`config.mk`:
```
export PLATFORM = sky130hd
export DESIGN_NAME = touch_meas_seq
export DESIGN_NICKNAME = d
export VERILOG_FILES = /design/src/rtl/tms_pkg.sv /design/src/rtl/tms_phase_timer.sv /design/src/rtl/tms_pair_builder.sv /design/src/rtl/touch_meas_seq.sv
export SDC_FILE = /design/constraint.sdc
export NUM_CORES = 1
export LEC_CHECK = 0
export BUFFER_PORTS_ARGS = -buffer_cell sky130_fd_sc_hd__clkbuf_2
export CAP_MARGIN = 5
export CORE_AREA = 3 3 88 69
export DETAILED_ROUTE_END_ITERATION = 6
export DIE_AREA = 0 0 91 72
export PLACE_DENSITY = 0.84
export SKIP_CTS_REPAIR_TIMING = 1
export SYNTH_ARGS = -nofsm -noshare
export SYNTH_HDL_FRONTEND = slang
export SYNTH_SLANG_ARGS = --single-unit
```
`constraint.sdc`:
```
create_clock -name clk -period 5.85 [get_ports clk]
set_clock_uncertainty 0.1 [all_clocks]
set_input_delay 0.585 -clock clk [delete_from_list [all_inputs] [get_ports clk]]
set_output_delay 0.585 -clock clk [all_outputs]
set_load 0.02 [all_outputs]
```
`src/rtl/tms_pkg.sv`:
```
package tms_pkg;

    localparam int CTRL_W        = 12;
    localparam int CTL_AUTO      = 0;
    localparam int CTL_POWER     = 2;
    localparam int RES_Y_LSB     = 4;
    localparam int RES_X_LSB     = 7;
    localparam int RES_W         = 3;
    localparam int CTL_GROUP_IRQ = 11;
    localparam int FULL_RES      = 10;

    typedef enum logic [2:0] {
        ST_IDLE,
        ST_SETTLE_X,
        ST_CONV_X,
        ST_SETTLE_Y,
        ST_CONV_Y,
        ST_PEN_DET,
        ST_TOUCH_DET,
        ST_UPDATE_WAIT
    } tms_state_e;

    // Resolution code counts bits removed from full width.
    function automatic logic [3:0] res_to_bits(input logic [RES_W-1:0] code);
        return 4'(FULL_RES) - {1'b0, code};
    endfunction

endpackage

```
`src/rtl/tms_phase_timer.sv`:
```
module tms_phase_timer #(
    parameter int DELAY_W = 8
) (
    input  logic               clk,
    input  logic               rst_n,
    input  logic               tick,
    input  logic               load,
    input  logic [DELAY_W-1:0] load_val,
    output logic               expire
);

    logic [DELAY_W-1:0] remain;

    // A zero length is stretched to one tick so no phase can stall.
    always_ff @(posedge clk) begin
        if (!rst_n) begin
            remain <= '0;
        end else if (load) begin
            remain <= (load_val == '0) ? DELAY_W'(1) : load_val;
        end else if (tick && (remain > DELAY_W'(1))) begin
            remain <= remain - DELAY_W'(1);
        end
    end

    assign expire = tick && (remain == DELAY_W'(1));

endmodule

```
`src/rtl/tms_pair_builder.sv`:
```
module tms_pair_builder #(
    parameter int ADC_W = 10,
    parameter int PAIRS = 4
) (
    input  logic             clk,
    input  logic             rst_n,
    input  logic             cap_x,
    input  logic             cap_y,
    input  logic [ADC_W-1:0] sample,
    input  logic             emit,
    input  logic             pen_level,
    input  logic             restart,
    input  logic             irq_en,
    output logic             pair_valid,
    output logic [ADC_W-1:0] pair_x,
    output logic [ADC_W-1:0] pair_y,
    output logic             pair_pen,
    output logic             pair_last,
    output logic             group_irq
);

    localparam int IDX_W = (PAIRS > 1) ? $clog2(PAIRS) : 1;
    localparam logic [IDX_W-1:0] LAST_IDX = IDX_W'(PAIRS - 1);

    logic [ADC_W-1:0] x_hold;
    logic [ADC_W-1:0] y_hold;
    logic [IDX_W-1:0] pair_idx;
    logic             closes_group;

    assign closes_group = (pair_idx == LAST_IDX);

    always_ff @(posedge clk) begin
        if (!rst_n) begin
            x_hold     <= '0;
            y_hold     <= '0;
            pair_idx   <= '0;
            pair_valid <= 1'b0;
            pair_x     <= '0;
            pair_y     <= '0;
            pair_pen   <= 1'b0;
            pair_last  <= 1'b0;
            group_irq  <= 1'b0;
        end else begin
            pair_valid <= 1'b0;
            group_irq  <= 1'b0;
            if (cap_x) x_hold <= sample;
            if (cap_y) y_hold <= sample;
            if (restart) begin
                pair_idx <= '0;
            end else if (emit) begin
                pair_valid <= 1'b1;
                pair_x     <= x_hold;
                pair_y     <= y_hold;
                pair_pen   <= pen_level;
                pair_last  <= closes_group;
                group_irq  <= closes_group && irq_en;
                pair_idx   <= closes_group ? '0 : pair_idx + 1'b1;
            end
        end
    end

endmodule

```
`src/rtl/touch_meas_seq.sv`:
```
module touch_meas_seq
    import tms_pkg::*;
#(
    parameter int DELAY_W = 8,
    parameter int ADC_W   = 10,
    parameter int PAIRS   = 4
) (
    input  logic               clk,
    input  logic               rst_n,
    input  logic               tick,
    input  logic [CTRL_W-1:0]  ctrl_word,
    input  logic [DELAY_W-1:0] dly_settle,
    input  logic [DELAY_W-1:0] dly_pen,
    input  logic [DELAY_W-1:0] dly_touch,
    input  logic [DELAY_W-1:0] dly_update,
    output logic               adc_start,
    output logic [3:0]         adc_bits,
    input  logic               adc_done,
    input  logic [ADC_W-1:0]   adc_data,
    output logic               drive_x,
    output logic               drive_y,
    output logic               pen_drive,
    input  logic               pen_sense,
    output logic               pair_valid,
    output logic [ADC_W-1:0]   pair_x,
    output logic [ADC_W-1:0]   pair_y,
    output logic               pair_pen,
    output logic               pair_last,
    output logic               group_irq
);

    tms_state_e         state;
    tms_state_e         state_nxt;
    logic               run;
    logic               expire;
    logic               conv_issued;
    logic               done_ok;
    logic               phase_load;
    logic [DELAY_W-1:0] phase_len;
    logic               in_conv;
    logic               unused_ctrl_bits;

    assign run              = ctrl_word[CTL_AUTO] && ctrl_word[CTL_POWER];
    assign unused_ctrl_bits = ^{ctrl_word[1], ctrl_word[3], ctrl_word[10]};
    assign done_ok          = adc_done && conv_issued;

    // State register
    always_ff @(posedge clk) begin
        if (!rst_n) state <= ST_IDLE;
        else        state <= state_nxt;
    end

    // Next-state logic
    always_comb begin
        state_nxt = state;
        unique case (state)
            ST_IDLE:        if (run)     state_nxt = ST_SETTLE_X;
            ST_SETTLE_X:    if (expire)  state_nxt = run ? ST_CONV_X      : ST_IDLE;
            ST_CONV_X:      if (done_ok) state_nxt = run ? ST_SETTLE_Y    : ST_IDLE;
            ST_SETTLE_Y:    if (expire)  state_nxt = run ? ST_CONV_Y      : ST_IDLE;
            ST_CONV_Y:      if (done_ok) state_nxt = run ? ST_PEN_DET     : ST_IDLE;
            ST_PEN_DET:     if (expire)  state_nxt = run ? ST_TOUCH_DET   : ST_IDLE;
            ST_TOUCH_DET:   if (expire)  state_nxt = run ? ST_UPDATE_WAIT : ST_IDLE;
            ST_UPDATE_WAIT: if (expire)  state_nxt = run ? ST_SETTLE_X    : ST_IDLE;
            default:                     state_nxt = ST_IDLE;
        endcase
    end

    // Phase length chosen for the state being entered
    always_comb begin
        unique case (state_nxt)
            ST_SETTLE_X, ST_SETTLE_Y: phase_len = dly_settle;
            ST_PEN_DET:               phase_len = dly_pen;
            ST_TOUCH_DET:             phase_len = dly_touch;
            ST_UPDATE_WAIT:           phase_len = dly_update;
            default:                  phase_len = '0;
        endcase
    end

    assign phase_load = (state_nxt != state);

    // Conversion request bookkeeping: one strobe per conversion phase
    always_ff @(posedge clk) begin
        if (!rst_n)          conv_issued <= 1'b0;
        else if (phase_load) conv_issued <= 1'b0;
        else if (adc_start)  conv_issued <= 1'b1;
    end

    // Outputs decoded from state
    always_comb begin
        drive_x   = 1'b0;
        drive_y   = 1'b0;
        pen_drive = 1'b0;
        in_conv   = 1'b0;
        adc_bits  = 4'd0;
        unique case (state)
            ST_SETTLE_X: begin
                drive_x  = 1'b1;
                adc_bits = res_to_bits(ctrl_word[RES_X_LSB +: RES_W]);
            end
            ST_CONV_X: begin
                drive_x  = 1'b1;
                in_conv  = 1'b1;
                adc_bits = res_to_bits(ctrl_word[RES_X_LSB +: RES_W]);
            end
            ST_SETTLE_Y: begin
                drive_y  = 1'b1;
                adc_bits = res_to_bits(ctrl_word[RES_Y_LSB +: RES_W]);
            end
            ST_CONV_Y: begin
                drive_y  = 1'b1;
                in_conv  = 1'b1;
                adc_bits = res_to_bits(ctrl_word[RES_Y_LSB +: RES_W]);
            end
            ST_PEN_DET: pen_drive = 1'b1;
            default: ;
        endcase
        adc_start = in_conv && !conv_issued;
    end

    tms_phase_timer #(
        .DELAY_W (DELAY_W)
    ) u_timer (
        .clk      (clk),
        .rst_n    (rst_n),
        .tick     (tick),
        .load     (phase_load),
        .load_val (phase_len),
        .expire   (expire)
    );

    tms_pair_builder #(
        .ADC_W (ADC_W),
        .PAIRS (PAIRS)
    ) u_pairs (
        .clk        (clk),
        .rst_n      (rst_n),
        .cap_x      ((state == ST_CONV_X) && done_ok),
        .cap_y      ((state == ST_CONV_Y) && done_ok),
        .sample     (adc_data),
        .emit       ((state == ST_TOUCH_DET) && expire),
        .pen_level  (pen_sense),
        .restart    (state == ST_IDLE),
        .irq_en     (ctrl_word[CTL_GROUP_IRQ]),
        .pair_valid (pair_valid),
        .pair_x     (pair_x),
        .pair_y     (pair_y),
        .pair_pen   (pair_pen),
        .pair_last  (pair_last),
        .group_irq  (group_irq)
    );

endmodule

```
==> flow_metrics.env, run 1 <==
export IMPL_yosys_register_bits=58
export IMPL_synth_top_cells_by_count="nand2_1 (81), dfxtp_1 (58), a21boi_0 (32)"
export IMPL_drc_errors=1
export IMPL_fmax_mhz=285.9
export IMPL_instances_no_fill=507
export IMPL_start_util_pct=54.84
export IMPL_n_antenna_cell=0
export IMPL_synth_edff_count=0
export IMPL_fin_nets=490
export IMPL_hp_class="register to register"
export IMPL_violations="design-rule violations"
export IMPL_place_hpwl_um=5054
export IMPL_finalSetupViolCount=0
export IMPL_fin_crit_ps=3498
export IMPL_relSlewSlack_pct=31.82
export IMPL_path_cells="nor2_1 -> nand2_1 -> o21ai_1 -> mux2_2 -> ha_1 -> a221oi_1 -> a21oi_1 -> clkbuf_2"
export IMPL_p_total_mw=1.138
export IMPL_outcome="complete, but fails checks"
export IMPL_critPathMaxStageDelay_ps=550
export IMPL_slew_violations=0
export IMPL_numCtsBuffers=9
export IMPL_syn_area_mm2=0.002904
export IMPL_ys_warnings_count=0
export IMPL_synth_most_common_cell="nand2_1"
export IMPL_ir_drop_v=0.0002226
export IMPL_row_count=23
export IMPL_vias=2743
export IMPL_grt_pass1_vias=2546
export IMPL_fill_cells=457
export IMPL_worst_path_max_fanout=23
export IMPL_avgSynthCellArea_um2=8.321
export IMPL_drt_iter0_drc=196
export IMPL_drt_total_wl_um=7084
export IMPL_drive_gt1_share_pct=27.31
export IMPL_cts_tree="done"
export IMPL_syn_to_final_growth_pct=22.79
export IMPL_power_leakage_nw=1.399
export IMPL_tightest_slew_ps=1017
export IMPL_portBuffers=87
export IMPL_whs_ps=363.1
export IMPL_p_int_mw=0.7859
export IMPL_fp_dieH_um=72
export IMPL_finalCritPeriodShare_pct=59.80
export IMPL_wl_per_cell_um=13.97
export IMPL_synth_fp_nets=412
export IMPL_start_kind="register"
export IMPL_die_w_um=91
export IMPL_switching_share_pct=30.93
export IMPL_cp_slowest_cell="dfxtp_1"
export IMPL_io_pins=91
export IMPL_ant_nets=0
export IMPL_grt_pass1_wl_um=11500
export IMPL_combPwrFrac_pct=26.9
export IMPL_clk_path_buf_depth=2
export IMPL_worstSetupPathType="register to primary output"
export IMPL_max_cap_viol_count=0
export IMPL_seq_power_share_pct=40.3
export IMPL_cts_root_buf="clkbuf_8"
export IMPL_power_switching_mw=0.3519
export IMPL_synth_area_leaders="dfxtp_1 (40%), nand2_1 (10%), a21boi_0 (8.3%)"
export IMPL_grt_usage_pct=21.95
export IMPL_tns_ps=0
export IMPL_gr_total_overflow=0
export IMPL_synth_flop_cell="dfxtp_1"
export IMPL_gp_congestion=0.8335
export IMPL_cp_end_kind="primary output"
export IMPL_grt_setup_unrepaired="no"
export IMPL_synth_area_leader_cell="dfxtp_1"
export IMPL_seq_area_frac_synth_pct=39.98
export IMPL_clk_latency_ps=340
export IMPL_cp_required_ps=5160
export IMPL_syn_inst=349
export IMPL_via_per_inst=5.410
export IMPL_yosys_cell_types_count=48
export IMPL_dp_cells=491
export IMPL_synth_top_cell_area_share_pct=39.98
export IMPL_drtPass1Iterations=7
export IMPL_core_mm2=0.005295
export IMPL_power_clock_fraction_pct=32.8
export IMPL_antenna_found_initial=0
export IMPL_cp_arrival_ps=2810
export IMPL_dieArea_mm2=0.006552
export IMPL_cellPowerDensity_mw_per_mm2=319.1
export IMPL_finalHoldViolCount=0
export IMPL_htree_levels=3
export IMPL_numClockSinks=58
export IMPL_synthArstFlopShare_pct=0
export IMPL_grt_max_degree=56
export IMPL_clk_pin_slew_worst_paths_ps=60
-- cells by family (layout without fill, tap and decap cells) --
kind of cell | after synthesis | in the layout | synth area share [%]
buf+inv | 26 | 109 | 3.403
xor+xnor | 9 | 9 | 2.714
mux | 20 | 20 | 7.282
fa+ha+maj | 4 | 4 | 1.723
flops | 58 | 58 | 39.98
simple gates | 146 | 146 | 23.48
compound gates | 86 | 86 | 21.41
-- cells in the final DEF, fill, tap and decap left out, drive strengths merged, types with 2 or more instances in the layout --
master / count
clkbuf: 98
nand2: 81
dfxtp: 58
a21boi: 33
nor2: 18
a21oi: 13
nor2b: 12
mux2i: 11
o21ai: 11
and2: 10
mux2: 9
xnor2: 7
a222oi: 7
o22ai: 7
inv: 6
nor3: 5
ha: 4
nor4: 3
or3: 3
nand4: 3
clkinv: 3
nand3: 3
nand2b: 2
a221oi: 2
xor2: 2
a21o: 2
or4: 2
-- worst max-delay path, delay by kind of cell (launching register included) --
family | cells | cell delay, ps
buffers and inverters | 1 | 160
flip-flops | 1 | 550
adder cells (fa/ha/maj) | 1 | 220
AND/OR/NAND/NOR | 2 | 540
AO/OA/AOI/OAI | 3 | 600
multiplexers | 1 | 400
-- power by group through the flow --
| stage | sequential, mW | clock [mW] | combinational (mW) |
|---|---|---|---|
| final | 0.458 | 0.374 | 0.306 |
| after global routing | 0.463 | 0.401 | 0.345 |
| after CTS | 0.458 | 0.378 | 0.306 |
| after detailed placement | 0.467 | 0 | 0.303 |
| after global placement | 0.464 | 0 | 0.296 |
| after floorplan | 0.456 | 0 | 0.250 |
-- per-layer routing --
| metal | global-route usage (%) | part of all wire (%) | vias to the layer above |
|---|---|---|---|
| met5 | 0 | 0 | - |
| met4 | 7.191 | 1.3 | 0 |
| met3 | 6.736 | 5.9 | 11 |
| met2 | 34.34 | 46 | 98 |
| met1 | 29.27 | 46 | 1250 |
| li1 | - | - | 1384 |
-- metrics by stage --
| step | util (%) | setup slack [ps] | area, um^2 |
|---|---|---|---|
| floorplan | - | 2877 | 2904 |
| global placement | 63.49 | 2580 | 3362 |
| detailed placement | 63.49 | 2541 | 3362 |
| CTS | 67.34 | 2387 | 3566 |
| global route | 67.34 | 2106 | 3566 |
| finish | 67.34 | 2352 | 3566 |
-- path summary, 6_finish.rpt --
| kind | from | to | slack, ps | depth (start not counted) |
|---|---|---|---|---|
| worst min register to register | u_pairs.pair_x[9] | u_pairs.pair_x[9] | 360 | 2 |
| worst max-delay path | state[0] | adc_bits[2] | 2350 | 8 |
| worst max register to register | u_timer.remain[2] | u_timer.remain[6] | 2700 | 7 |
| worst min-delay path | u_pairs.pair_x[9] | u_pairs.pair_x[9] | 360 | 2 |
-- state kept, by name (all words and copies together) (netlist names) --
register and count:
u_pairs.pair_x 10, u_pairs.y_hold 10, conv_issued 1, state 3, u_timer.remain 8, u_pairs.pair_valid 1, u_pairs.pair_pen 1, u_pairs.pair_idx 2
u_pairs.pair_last 1, u_pairs.pair_y 10, u_pairs.group_irq 1, u_pairs.x_hold 10
-- final cells by class --
class	count	area [um^2]	area share (%)
Clock inverter	5	52.55	1.474
Clock buffer	11	151.4	4.246
Timing Repair Buffer	87	435.4	12.21
Multi-Input combinational cell	265	1649	46.25
Sequential cell	58	1161	32.56
Tap cell	75	93.84	2.632
Inverter	6	22.52	0.6316
No activity file was read; power rests on OpenSTA's default activity.
==> run 2: changes to the inputs <==
--- a/config.mk
+++ b/config.mk
@@ -5,12 +5,13 @@
 export SDC_FILE = /design/constraint.sdc
 export NUM_CORES = 1
 export LEC_CHECK = 0
+export ABC_AREA = 1
 export BUFFER_PORTS_ARGS = -buffer_cell sky130_fd_sc_hd__clkbuf_2
 export CAP_MARGIN = 5
-export CORE_AREA = 3 3 88 69
+export CORE_AREA = 3 3 98 76
 export DETAILED_ROUTE_END_ITERATION = 6
-export DIE_AREA = 0 0 91 72
-export PLACE_DENSITY = 0.84
+export DIE_AREA = 0 0 101 79
+export PLACE_DENSITY = 0.75
 export SKIP_CTS_REPAIR_TIMING = 1
 export SYNTH_ARGS = -nofsm -noshare
 export SYNTH_HDL_FRONTEND = slang
==> constraint.sdc (replaced) <==
create_clock -name clk -period 3.2 [get_ports clk]
set_clock_uncertainty 0.1 [all_clocks]
set_input_delay 0.32 -clock clk [delete_from_list [all_inputs] [get_ports clk]]
set_output_delay 0.32 -clock clk [all_outputs]
set_load 0.02 [all_outputs]
==> run 2 against run 1 <==
  * The flow now finishes without violations
  * Global-route usage fell by 0.55 points
  * Largest cell class unchanged
  * Sequential power rose by 81%
  * Non-clock buffer count rose by 5
  * Register-to-register slack got worse by 1900 ps
==> flow_metrics.env, run 2 <==
export IMPL_ir_drop_v=0.0002824
export IMPL_place_hpwl_um=6331
export IMPL_drc_errors=0
export IMPL_drt_iter0_drc=230
export IMPL_place_area_mm2=0.003562
export IMPL_grt_max_degree=27
export IMPL_n_antenna_cell=0
export IMPL_tns_ps=0
export IMPL_finalCritPeriodShare_pct=93.82
export IMPL_numClockSinks=58
export IMPL_row_count=25
export IMPL_ys_warnings_count=0
export IMPL_finalHoldViolCount=0
export IMPL_synth_most_common_cell="nand2_1"
export IMPL_r2r_end="u_timer.remain[6]"
export IMPL_wl_met2_um=3785
export IMPL_fmax_mhz=333.1
export IMPL_numCtsBuffers=9
export IMPL_worstHoldEndpoint="u_pairs.pair_pen"
export IMPL_layout_commonest_cell="nand2_1"
export IMPL_antenna_found_initial=0
export IMPL_whs_path_depth=3
export IMPL_gr_total_overflow=0
export IMPL_hp_class="primary input to register"
export IMPL_cts_root_buf="clkbuf_8"
export IMPL_ant_nets=0
export IMPL_io_pins=91
export IMPL_worst_path_max_fanout=13
export IMPL_yosys_cell_types_count=31
export IMPL_cp_end_kind="primary output"
export IMPL_relSlewSlack_pct=59.23
export IMPL_syn_to_final_growth_pct=24.00
export IMPL_grt_setup_unrepaired="no"
export IMPL_cp_arrival_ps=2580
export IMPL_synth_flop_cell="dfxtp_1"
export IMPL_drive_gt1_share_pct=26.39
export IMPL_clk_pin_slew_worst_paths_ps=70
export IMPL_grt_usage_pct=21.40
export IMPL_grt_pass1_wl_um=13700
export IMPL_clk_latency_ps=340
export IMPL_synthArstFlopShare_pct=0
export IMPL_max_cap_viol_count=0
export IMPL_portBuffers=87
export IMPL_worstSetupPathType="register to primary output"
export IMPL_reg2reg_depth=15
export IMPL_synth_edff_count=0
export IMPL_postLayoutCoreUtil_pct=59.09
export IMPL_cellPowerDensity_mw_per_mm2=705.3
export IMPL_slew_violations=0
export IMPL_fp_dieH_um=79
export IMPL_core_mm2=0.006444
export IMPL_most_common_layout_cells="nand2_1 (105), clkbuf_2 (87), nand3_1 (65), dfxtp_1 (56)"
export IMPL_start_util_pct=47.65
export IMPL_gp_congestion=0.9237
export IMPL_grt_pass1_vias=2954
export IMPL_design_area_mm2=0.003807
export IMPL_r2r_slack_ps=760
export IMPL_htree_levels=3
export IMPL_via_per_inst=5.233
export IMPL_cts_tree="done"
export IMPL_clk_path_buf_depth=2
export IMPL_avgSynthCellArea_um2=6.854
export IMPL_wl_per_cell_um=13.53
export IMPL_r2r_start="u_timer.remain[1]"
export IMPL_seq_area_frac_synth_pct=37.82
export IMPL_tightest_slew_ps=609.3
export IMPL_fin_nets=596
export IMPL_dieArea_mm2=0.007979
export IMPL_synth_top_cell_area_share_pct=37.82
export IMPL_power_leakage_nw=1.802
export IMPL_die_w_um=101
export IMPL_yosys_register_bits=58
export IMPL_syn_inst=448
export IMPL_start_kind="register"
export IMPL_worstHoldStart="pen_sense"
export IMPL_wl_met1_um=3911
export IMPL_synth_area_leaders="dfxtp_1 (38%), nand2_1 (13%), nand3_1 (11%)"
export IMPL_synth_fp_nets=511
export IMPL_wl_met3_um=565
export IMPL_maxUsedRoutingLayer="met4"
export IMPL_vias=3239
export IMPL_syn_area_mm2=0.003070
export IMPL_outcome="finished clean"
export IMPL_drtPass1Iterations=5
export IMPL_synth_area_leader_cell="dfxtp_1"
export IMPL_finalSetupViolCount=0
export IMPL_whs_ps=141.0
export IMPL_fin_crit_ps=3002
export IMPL_drt_total_wl_um=8377
export IMPL_synth_top_cells_by_count="nand2_1 (105), nand3_1 (65), dfxtp_1 (58)"
export IMPL_cp_required_ps=2780
-- run 2: cell type report --
cell class              instances  area, um^2
fillers                       628        2636
multi-input cells             336        1692
flip-flops and latches         58        1164
repair buffers                 92       473.0
inverters                      36       135.1
clock buffers                  10       127.6
clock inverters                 6       115.1
well taps                      81       101.3
-- run 2: where the power goes --
part           total (mW)  internal (mW)  switching, mW
combinational        1.03          0.343          0.692
sequential          0.828          0.774         0.0544
clock               0.822          0.520          0.302
total                2.69           1.64           1.05
-- run 2: worst max path at each step --
stage / slack (ps) / from / endpoint / depth (start not counted)
5_1_grt: 20 / state[0] / adc_bits[1] / 10
2_1_floorplan: 770 / state[0] / adc_bits[1] / 10
3_5_place_dp: 320 / state[0] / adc_bits[1] / 10
4_1_cts: -70 / state[0] / adc_bits[1] / 10
3_3_place_gp: 440 / state[0] / adc_bits[1] / 10
6_report: 200 / state[0] / adc_bits[1] / 10
-- run 2: cells by family after synthesis --
logic type	share of synthesized area (%)
compound gates	12.51
xor+xnor	0.8559
fa+ha+maj	1.630
buf+inv	7.091
flops	37.82
mux	0.6520
simple gates	39.45
-- run 2: metal layers --
| layer | vias up | GRT usage (%) |
|---|---|---|
| met1 | 1458 | 29.83 |
| met2 | 122 | 32.59 |
| met3 | 12 | 6.234 |
| met5 | - | 0 |
| met4 | 0 | 5.179 |
| li1 | 1647 | - |
-- run 2: through the flow --
stage / total power [mW] / worst slack, ps / instances
finish: 2.685 / 197.9 / 619
detailed placement: 1.864 / 318.0 / 603
global placement: 1.831 / 444.6 / 603
floorplan: 1.630 / 774.2 / 448
CTS: 2.692 / -65.15 / 619
global route: 2.867 / 21.42 / 619
-- run 2: worst max-delay path: stages (launching register included) --
cell and delay [ps]:
dfxtp_2 460, nor2_4 60, nand2_1 90, inv_1 190, nor2_1 290, inv_1 130
o21ai_1 230, ha_1 270, or2_2 290, inv_1 50, clkbuf_2 160
